`src/rtl/pw_pkg.sv`:
```
package pw_pkg;
  localparam int LEVELS = 3;
  localparam int PTE_W = 64;
  localparam int PFN_LSB = 32;
  localparam int PTE_VALID = 0;
  localparam int PTE_FO_LSB = 1;
  localparam int PTE_KRE = 8;
  localparam int PTE_KWE = 12;
  localparam int PERM_READ = 0;
  localparam int PERM_WRITE = 1;
  localparam int PERM_EXEC = 2;
  localparam logic [2:0] PERM_ALL = 3'b111;
  localparam logic [1:0] MODE_KERNEL = 2'd0;

  typedef enum logic [2:0] {
    FC_NOTVALID = 3'd0,
    FC_ACCESS   = 3'd1,
    FC_ON_READ  = 3'd2,
    FC_ON_EXEC  = 3'd3,
    FC_ON_WRITE = 3'd4
  } faultCode_e;

  typedef struct packed {
    logic       loadReq;
    logic       takeEntry;
    logic [1:0] level;
  } walkCtl_t;
endpackage

```
`src/rtl/pw_datapath.sv`:
```
module pw_datapath
  import pw_pkg::*;
#(
  parameter int ADDR_W    = 64,
  parameter int VA_BITS   = 43,
  parameter int PAGE_BITS = 13,
  parameter int IDX_W     = 10,
  parameter int SP_SRC    = 40,
  parameter int SP_DST    = 43
) (
  input  logic              clk,
  input  logic              rst_n,
  input  walkCtl_t          ctl,
  input  logic              doneValid,
  input  logic [ADDR_W-1:0] reqAddr,
  input  logic [2:0]        reqNeed,
  input  logic [1:0]        reqMode,
  input  logic              reqPhys,
  input  logic [ADDR_W-1:0] ptBase,
  input  logic [PTE_W-1:0]  memRspData,
  output logic              immHit,
  output logic              entryStop,
  output logic [ADDR_W-1:0] memReqAddr,
  output logic [ADDR_W-1:0] donePhys,
  output logic [2:0]        donePerm,
  output logic              doneFault,
  output logic [2:0]        faultCode
);
  localparam int HI_W = ADDR_W - VA_BITS;
  localparam int ENTRY_SHIFT = 3;

  logic [ADDR_W-1:0] addrQ, baseQ, physQ;
  logic [2:0]        needQ, permQ;
  logic [1:0]        modeQ;
  logic              physReqQ, faultQ;
  faultCode_e        codeQ;

  logic [IDX_W-1:0] lvlIdx [LEVELS];
  genvar g;
  generate
    for (g = 0; g < LEVELS; g++) begin : gIdx
      assign lvlIdx[g] = addrQ[PAGE_BITS + IDX_W*(LEVELS-1-g) +: IDX_W];
    end
  endgenerate

  assign memReqAddr = baseQ + ADDR_W'({lvlIdx[ctl.level], {ENTRY_SHIFT{1'b0}}});

  // immediate resolution: physical, malformed, direct-map window
  logic              signOk, superHit, immFault;
  logic [ADDR_W-1:0] immPhys;
  logic [2:0]        immPerm;
  faultCode_e        immCode;

  always_comb begin
    signOk   = reqAddr[ADDR_W-1:VA_BITS] == {HI_W{reqAddr[ADDR_W-1]}};
    superHit = reqAddr[ADDR_W-1] && (reqAddr[VA_BITS-1 -: 2] == 2'b10);
    immHit   = reqPhys || !signOk || superHit;
    immPhys  = '0;
    immPerm  = '0;
    immFault = 1'b0;
    immCode  = FC_NOTVALID;
    if (reqPhys) begin
      immPhys = reqAddr;
      immPerm = PERM_ALL;
    end else if (!signOk || (superHit && reqMode != MODE_KERNEL)) begin
      immFault = 1'b1;
      immCode  = FC_ACCESS;
    end else if (superHit) begin
      immPhys = ADDR_W'(reqAddr[SP_SRC-1:0]) | (ADDR_W'(reqAddr[SP_SRC]) << SP_DST);
      immPerm = PERM_ALL;
    end
  end

  // entry evaluation
  logic              isLeaf, rdEn, wrEn, entFault;
  logic [2:0]        grant, kept, entPerm;
  logic [ADDR_W-1:0] nextBase, entPhys;
  faultCode_e        entCode;

  always_comb begin
    isLeaf   = ctl.level == 2'(LEVELS-1);
    rdEn     = memRspData[PTE_KRE + int'(modeQ)];
    wrEn     = memRspData[PTE_KWE + int'(modeQ)];
    grant    = {rdEn, wrEn, rdEn};
    kept     = grant & ~memRspData[PTE_FO_LSB +: 3];
    nextBase = ADDR_W'(memRspData[PTE_W-1:PFN_LSB]) << PAGE_BITS;
    entFault = 1'b1;
    entCode  = FC_NOTVALID;
    entPerm  = '0;
    entPhys  = '0;
    if (!memRspData[PTE_VALID]) begin
      entCode = FC_NOTVALID;
    end else if (!isLeaf) begin
      entFault = !memRspData[PTE_KRE];
      entCode  = FC_ACCESS;
    end else if (needQ != 3'b000 && (grant & needQ) == 3'b000) begin
      entCode = FC_ACCESS;
    end else if (needQ != 3'b000 && (kept & needQ) == 3'b000) begin
      entCode = needQ[PERM_EXEC]  ? FC_ON_EXEC :
                needQ[PERM_WRITE] ? FC_ON_WRITE : FC_ON_READ;
    end else begin
      entFault = 1'b0;
      entPerm  = kept;
      entPhys  = nextBase | ADDR_W'(addrQ[PAGE_BITS-1:0]);
    end
    entryStop = entFault;
  end

  always_ff @(posedge clk or negedge rst_n) begin
    if (!rst_n) begin
      addrQ    <= '0;
      baseQ    <= '0;
      needQ    <= '0;
      modeQ    <= '0;
      physReqQ <= 1'b0;
      physQ    <= '0;
      permQ    <= '0;
      faultQ   <= 1'b0;
      codeQ    <= FC_NOTVALID;
    end else if (ctl.loadReq) begin
      addrQ    <= reqAddr;
      baseQ    <= ptBase;
      needQ    <= reqNeed;
      modeQ    <= reqMode;
      physReqQ <= reqPhys;
      physQ    <= immPhys;
      permQ    <= immPerm;
      faultQ   <= immFault;
      codeQ    <= immCode;
    end else if (ctl.takeEntry) begin
      if (isLeaf || entFault) begin
        physQ  <= entPhys;
        permQ  <= entPerm;
        faultQ <= entFault;
        codeQ  <= entCode;
      end else begin
        baseQ <= nextBase;
      end
    end
  end

  assign donePhys  = physQ;
  assign donePerm  = permQ;
  assign doneFault = faultQ;
  assign faultCode = codeQ;

  assert_grant_R9: assert property (@(posedge clk) disable iff (!rst_n)
    doneValid && !doneFault && needQ != 3'b000 |-> (donePerm & needQ) != 3'b000);
  assert_code_range_R10: assert property (@(posedge clk) disable iff (!rst_n)
    doneValid && doneFault |-> faultCode <= FC_ON_WRITE);
  assert_phys_pass_R2: assert property (@(posedge clk) disable iff (!rst_n)
    doneValid && physReqQ |-> !doneFault && donePhys == addrQ && donePerm == PERM_ALL);
  assert_fault_clean_R11: assert property (@(posedge clk) disable iff (!rst_n)
    doneValid && doneFault |-> donePerm == 3'b000 && donePhys == '0);
endmodule

```
`src/rtl/pw_control.sv`:
```
module pw_control
  import pw_pkg::*;
(
  input  logic     clk,
  input  logic     rst_n,
  input  logic     reqValid,
  input  logic     immHit,
  input  logic     entryStop,
  input  logic     memRspValid,
  output walkCtl_t ctl,
  output logic     memReqValid,
  output logic     doneValid
);
  typedef enum logic [1:0] {ST_IDLE, ST_WALK, ST_DONE} state_e;
  state_e     stateQ, stateD;
  logic [1:0] levelQ, levelD;

  always_comb begin
    stateD        = stateQ;
    levelD        = levelQ;
    ctl.loadReq   = 1'b0;
    ctl.takeEntry = 1'b0;
    ctl.level     = levelQ;
    memReqValid   = 1'b0;
    doneValid     = 1'b0;
    case (stateQ)
      ST_IDLE: begin
        if (reqValid) begin
          ctl.loadReq = 1'b1;
          levelD      = 2'd0;
          stateD      = immHit ? ST_DONE : ST_WALK;
        end
      end
      ST_WALK: begin
        memReqValid = 1'b1;
        if (memRspValid) begin
          ctl.takeEntry = 1'b1;
          if (entryStop || levelQ == 2'(LEVELS-1)) stateD = ST_DONE;
          else levelD = levelQ + 2'd1;
        end
      end
      ST_DONE: begin
        doneValid = 1'b1;
        stateD    = ST_IDLE;
      end
      default: stateD = ST_IDLE;
    endcase
  end

  always_ff @(posedge clk or negedge rst_n) begin
    if (!rst_n) begin
      stateQ <= ST_IDLE;
      levelQ <= 2'd0;
    end else begin
      stateQ <= stateD;
      levelQ <= levelD;
    end
  end

  assert_done_pulse_R11: assert property (@(posedge clk) disable iff (!rst_n)
    doneValid |=> !doneValid);
  assert_no_read_R3: assert property (@(posedge clk) disable iff (!rst_n)
    ctl.loadReq && immHit |=> doneValid && !memReqValid);
  assert_req_wait_R6: assert property (@(posedge clk) disable iff (!rst_n)
    memReqValid && !memRspValid |=> memReqValid);
endmodule

```
`src/rtl/pw_walker.sv`:
```
module pw_walker
  import pw_pkg::*;
#(
  parameter int ADDR_W    = 64,
  parameter int VA_BITS   = 43,
  parameter int PAGE_BITS = 13,
  parameter int IDX_W     = 10
) (
  input  logic              clk,
  input  logic              rst_n,
  input  logic              reqValid,
  input  logic [ADDR_W-1:0] reqAddr,
  input  logic [2:0]        reqNeed,
  input  logic [1:0]        reqMode,
  input  logic              reqPhys,
  input  logic [ADDR_W-1:0] ptBase,
  output logic              memReqValid,
  output logic [ADDR_W-1:0] memReqAddr,
  input  logic              memRspValid,
  input  logic [PTE_W-1:0]  memRspData,
  output logic              doneValid,
  output logic [ADDR_W-1:0] donePhys,
  output logic [2:0]        donePerm,
  output logic              doneFault,
  output logic [2:0]        faultCode
);
  walkCtl_t ctl;
  logic     immHit, entryStop;

  pw_control uCtrl (
    .clk(clk), .rst_n(rst_n), .reqValid(reqValid), .immHit(immHit),
    .entryStop(entryStop), .memRspValid(memRspValid), .ctl(ctl),
    .memReqValid(memReqValid), .doneValid(doneValid)
  );

  pw_datapath #(
    .ADDR_W(ADDR_W), .VA_BITS(VA_BITS), .PAGE_BITS(PAGE_BITS), .IDX_W(IDX_W)
  ) uDp (
    .clk(clk), .rst_n(rst_n), .ctl(ctl), .doneValid(doneValid),
    .reqAddr(reqAddr), .reqNeed(reqNeed), .reqMode(reqMode), .reqPhys(reqPhys),
    .ptBase(ptBase), .memRspData(memRspData), .immHit(immHit), .entryStop(entryStop),
    .memReqAddr(memReqAddr), .donePhys(donePhys), .donePerm(donePerm),
    .doneFault(doneFault), .faultCode(faultCode)
  );

  assert_addr_hold_R6: assert property (@(posedge clk) disable iff (!rst_n)
    memReqValid && !memRspValid |=> $stable(memReqAddr));
endmodule

```
`config.mk`:
```
export PLATFORM = sky130hd
export DESIGN_NAME = pw_walker
export DESIGN_NICKNAME = d
export VERILOG_FILES = /design/src/rtl/pw_pkg.sv /design/src/rtl/pw_datapath.sv /design/src/rtl/pw_control.sv /design/src/rtl/pw_walker.sv
export SDC_FILE = /design/constraint.sdc
export NUM_CORES = 1
export LEC_CHECK = 0
export CAP_MARGIN = 10
export CORE_AREA = 2 2 149 151
export CTS_BUF_LIST = sky130_fd_sc_hd__clkbuf_4 sky130_fd_sc_hd__clkbuf_8
export CTS_CLUSTER_SIZE = 20
export DETAILED_ROUTE_END_ITERATION = 10
export DIE_AREA = 0 0 151 153
export PLACE_DENSITY = 0.93
export SYNTH_ARGS = -nofsm -noshare
export SYNTH_HDL_FRONTEND = slang
export SYNTH_SLANG_ARGS = --single-unit
```
`constraint.sdc`:
```
create_clock -name clk -period 5 [get_ports clk]
set_clock_uncertainty 0.1 [all_clocks]
set_input_delay 1 -clock clk [delete_from_list [all_inputs] [get_ports clk]]
set_output_delay 1 -clock clk [all_outputs]
set_load 0.05 [all_outputs]
```
## After elaboration in Yosys (flattened, before gate mapping)

Cells that the tools add are included.

- Bits of input ports: 202
- Bits in registers: 187
- Output and inout port bits: 137

- Bitwise operators: 7
- Muxes and demuxes: 67
- $lt $le $gt $ge: 3
- Reductions and logical operators: 22
- $add $sub $neg: 4
- Equality and inequality tests: 10

Operator list:

| cell | number |
|---|---|
| $mux W64 | 13 |
| $add A64 B13 Y64 | 1 |
| $lt A32 B8 Y1 const B | 2 |
| $mux W3 | 19 |
| $or A45 B13 Y45 | 1 |
| $or A40 B44 Y44 | 1 |
| $mux W1 | 21 |
| $bmux W10 S2 | 1 |
| $eq A20 B20 Y1 | 1 |
| $mux W10 | 2 |
| $mux W2 | 7 |
| $bmux W1 S6 | 2 |
| $add A4 B2 Y5 const A | 2 |
| $and A3 B3 Y3 | 3 |
| $ne A2 B2 Y1 const B | 4 |
| $pmux W2 S2 | 2 |
| $reduce_bool A2 Y1 | 4 |
| $eq A2 B2 Y1 const B | 3 |
| $logic_not A3 Y1 | 2 |
| $logic_and A1 B1 Y1 | 4 |
| $logic_or A1 B1 Y1 | 4 |
| $reduce_and A2 Y1 | 2 |
| $reduce_and A4 Y1 | 1 |
| $ge A3 B3 Y1 const B | 1 |
| other kinds (9) | 10 |

## Depth between registers and ports, before layout

- Word-level depth: 16
- Mapped depth: 14
- Gate-level depth less buffers: 13

## By module

From an unflattened synthesis, not the netlist that was laid out.

- Cells, all modules: 948
- Area, all modules: 9770.6 um^2

By module, submodules not included:

| module | sequential area each (um^2) | cells an instance | times used | area each (um^2) |
|---|---|---|---|---|
| pw_datapath | 4579.4 | 920 | 1 | 9500.4 |
| pw_control | 100.1 | 28 | 1 | 270.3 |

## Worst setup path before layout

Ideal clock, no wire load.

- Path type: reg2out
- From: register uCtrl.levelQ[1]
- To: output memReqAddr[55]
- Arrival time: 3.786 ns
- Buffers on the path: 1
- Slack: 0.114 ns
- Cell stages (with the launch flop): 13
- Path through: dfrtp_1 buf_1 mux2i_1 o21ai_0 ha_1 inv_1 fa_1 nand2b_1 a21oi_1 o211ai_1 a211oi_1 nand4_1 xnor2_1

- Longest elaborated chain between the ends: 5

RTL lines:

| element | line | source |
|---|---|---|
| start, declared | pw_control.sv:16 | `logic [1:0] levelQ, levelD;` |
| start signal, assigned | pw_control.sv:56 | `levelQ <= levelD;` |
| $not A2 Y3 (implied by the code) | pw_datapath.sv:46 | `assign memReqAddr = baseQ + ADDR_W'({lvlIdx[ctl.level], {ENTRY_SHIFT{1'b0}}});` |
| $bmux W10 S2 | pw_datapath.sv:46 |  |
| $mux W10 (implied by the code) (2 in a row) | pw_datapath.sv:46 |  |
| $add A64 B13 Y64 | pw_datapath.sv:46 |  |
| end, declared | pw_walker.sv:18 | `output logic [ADDR_W-1:0] memReqAddr,` |

Every way passes these cells. The select of a mux whose other input is x is not followed.

## Final worst setup path

- From: register uCtrl.levelQ[1]
- To: output memReqAddr[63]

Same word-level chain as after synthesis.

==> impl_metrics.json <==
{
  "p_comb_frac": 0.396,
  "cts_tree": "yes",
  "via_per_inst": 5.889,
  "final_common_cell": "nand2_1",
  "syn_inst": 1040,
  "cp_common_cell": "buf_4",
  "cts.clk_slew.worst_paths_ns": 0.10,
  "intPower_mw": 2.914,
  "synth_area_um2": 9882,
  "vias": 9575,
  "ys_ff_latch": 187,
  "p_clk_frac": 0.214,
  "slew_headroom": 0.3293,
  "root_buffer": "clkbuf_8",
  "cpPeakStageDelay_ns": 0.43,
  "path_class": "flip-flop to primary output",
  "finalSetupViolCount": 0,
  "insertion_delay_ns": 0.45,
  "path_max_fanout": 9,
  "ys.warnings.count": 0,
  "grt_use_met2": 0.4721,
  "dp_slack_ns": 0.2719,
  "rsz0062_at_grt": "false",
  "gp_congestion": 0.9300,
  "worst_slack_ns": 0.1399,
  "grt_pass1_wl_um": 52080,
  "layout_common_cells": "272 x nand2_1, 262 x clkdlybuf4s50_1, 186 x dfrtp_1",
  "groute.layer.met1.usage": 0.3701,
  "total_power_mw": 4.754,
  "period_minus_slack_ns": 4.860,
  "cts-hold-fix-buffers": 0,
  "cts_sinks": 187,
  "startpoint_type": "flip-flop",
  "hpwl_um": 24090,
  "core_area_um2": 21490,
  "p_switching_mw": 1.841,
  "cts_htree_levels": 4,
  "drc": 0,
  "end_kind": "primary output",
  "use_met3": 0.06746,
  "holdWs_ns": 0.3864,
  "overflow": 0,
  "crit_buf_inv": 4,
  "io_buffers": 318,
  "pwr-share-seq": 0.391,
  "busiest_layer": "met2",
  "tightest_slew_ns": 1.006,
  "pin_count": 339,
  "synth-main-ff-cell": "dfrtp_1",
  "die_x_um": 151,
  "status": "completed",
  "fin_setup_tns_ns": 0,
  "ant_nets": 0,
  "swShare": 0.3871,
  "first_pass_iters": 6,
  "min_path_type": "flip-flop to flip-flop",
  "ys_seq_area_frac": 0.4735,
  "p_per_area_nw_per_um2": 331.3,
  "initial_core_util": 0.4599,
  "synth_cell_types": 64,
  "cts_buffer_depth": 2,
  "avgSynthCellArea_um2": 9.502,
  "critPathArrivalTime_ns": 3.76,
  "die_h_um": 153,
  "drv_cap": 0,
  "synth_edf_count": 0,
  "drive_gt1_frac": 0.1071,
  "ir_drop_mv": 0.1834,
  "leakagePower_nw": 6.098,
  "synth.net_count": 1254,
  "async_reset_ff_frac": 1.000,
  "cts_buffers": 17,
  "finalHoldViolations": 0,
  "post-route-period-util": 0.9720,
  "grt_pass1_vias": 9589,
  "cp.required_ns": 3.90,
  "fmax_mhz": 205.8,
  "r2r_slack_ns": 2.13,
  "timing.final.max_slew_violations": 0,
  "grt_max_degree": 190,
  "syn_to_final_growth_pct": 45.23,
  "fin_nets": 1545,
  "rows": 54,
  "die-area_um2": 23100,
  "path_delay_family": "compound AO/OA/AOI/OAI gates",
  "grt.total_usage": 0.2889,
  "antenna_found_initial": 4,
  "totalWireLength_um": 33530,
  "cp_cell_sequence": "buf_4 > mux2i_1 > o21ai_1 > ha_2 > inv_1 > fa_1 > nand2b_1 > a21oi_2 > o211ai_1 > a211oi_2 > buf_4 > nand3_1 > xnor2_1 > buf_12",
  "drt_iter0_drc": 831,
  "post_drt_wl_per_cell_um": 20.62,
  "crit_slowest_cell": "dfrtp_2"
}
-- power by group through the flow --
stage / clock network, mW / logic, mW / registers [mW]
2_1_floorplan: 0 / 0.822 / 2.05
3_3_place_gp: 0 / 1.82 / 1.87
3_5_place_dp: 0 / 1.85 / 1.88
4_1_cts: 1.04 / 1.86 / 1.85
5_1_grt: 1.10 / 1.97 / 1.88
6_report: 1.02 / 1.88 / 1.86
-- stage by stage --
| step | instance area, µm² | util | instances |
|---|---|---|---|
| floorplan | 9882 | - | 1040 |
| global placement | 13810 | 0.6430 | 1588 |
| detailed placement | 13810 | 0.6430 | 1588 |
| CTS | 14230 | 0.6621 | 1620 |
| global route | 14350 | 0.6678 | 1625 |
| finish | 14350 | 0.6679 | 1626 |
-- what timing repair did --
item / 4_1_cts / 5_1_grt
pin swaps: 0 / 6
resized for setup: 5 / 20
cloned: 0 / 1
setup buffers: 0 / 3
endpoints found under the setup margin: 24 / 33
-- registers in the layout, indices dropped and copies added (netlist names), 3 cells and up --
register       flops
uDp.donePhys      64
uDp.faultCode      3
uDp.donePerm       3
uDp.needQ          3
uDp.baseQ         64
uDp.addrQ         43
-- metal layers --
layer	share of wire	wire, µm
met2	0.49	16410
met5	0	0
met1	0.40	13340
met3	0.072	2408
met4	0.041	1371
-- kinds of logic after synthesis --
logic type / share of synthesized area
muxes: 0.04786
adders and majority gates: 0.01595
and+or+nand+nor: 0.1881
AOI/OAI and AO/OA: 0.1833
xor gates and xnor gates: 0.05229
buffers and inverters: 0.03887
DFF: 0.4735
-- final cells by class --
cell class | count | area [µm²]
Antenna cell | 2 | 5.005
Clock buffer | 22 | 284.0
Clock inverter | 10 | 107.6
Fill cell | 1654 | 7134
Inverter | 22 | 82.58
Multi-Input combinational cell | 764 | 4942
Sequential cell | 187 | 4681
Tap cell | 280 | 350.3
Timing Repair Buffer | 339 | 3899
-- cells in the mapped netlist, types with 4 or more instances --
cell type / n / area, µm²
nand2_1: 274 / 1028
dfrtp_1: 187 / 4679
o21ai_0: 87 / 435.4
clkbuf_1: 47 / 176.4
mux2i_1: 45 / 450.4
xnor2_1: 43 / 376.6
a221o_1: 40 / 400.4
a32o_1: 40 / 400.4
nand3_1: 36 / 180.2
inv_1: 22 / 82.58
a21oi_1: 19 / 95.09
a22o_1: 19 / 166.4
nor2_1: 19 / 71.32
nand4_1: 16 / 100.1
xor2_1: 16 / 140.1
and3_1: 14 / 87.58
nor3_1: 13 / 65.06
ha_1: 11 / 137.6
buf_2: 7 / 35.03
buf_1: 6 / 22.52
nor4_1: 6 / 37.54
a222oi_1: 4 / 40.04
and4_1: 4 / 35.03
buf_6: 4 / 45.04
nand2b_1: 4 / 25.02
o211ai_1: 4 / 30.03
-- worst register-to-register path: cells and delay by family, from the launching register on --
family / cells / cell delay, ns
buffers and inverters: 2 / 0.47
AND/OR/NAND/NOR: 3 / 1.24
adder cells (fa/ha/maj): 1 / 0.24
AO/OA/AOI/OAI: 2 / 0.33
flip-flops: 1 / 0.43
-- worst paths after layout --
kind                            startpoint          endpoint  depth (start not counted)
max                        uCtrl.levelQ[1]    memReqAddr[63]                         14
min                          uDp.addrQ[14]     uDp.addrQ[14]                          2
max reg2reg                uCtrl.levelQ[1]  uDp.donePhys[29]                          8
min reg2reg                  uDp.addrQ[14]     uDp.addrQ[14]                          2
max in group asynchronous            rst_n  uDp.donePhys[40]                          2
min in group asynchronous            rst_n     uDp.baseQ[54]                          1
No activity file was read; power rests on OpenSTA's default activity.
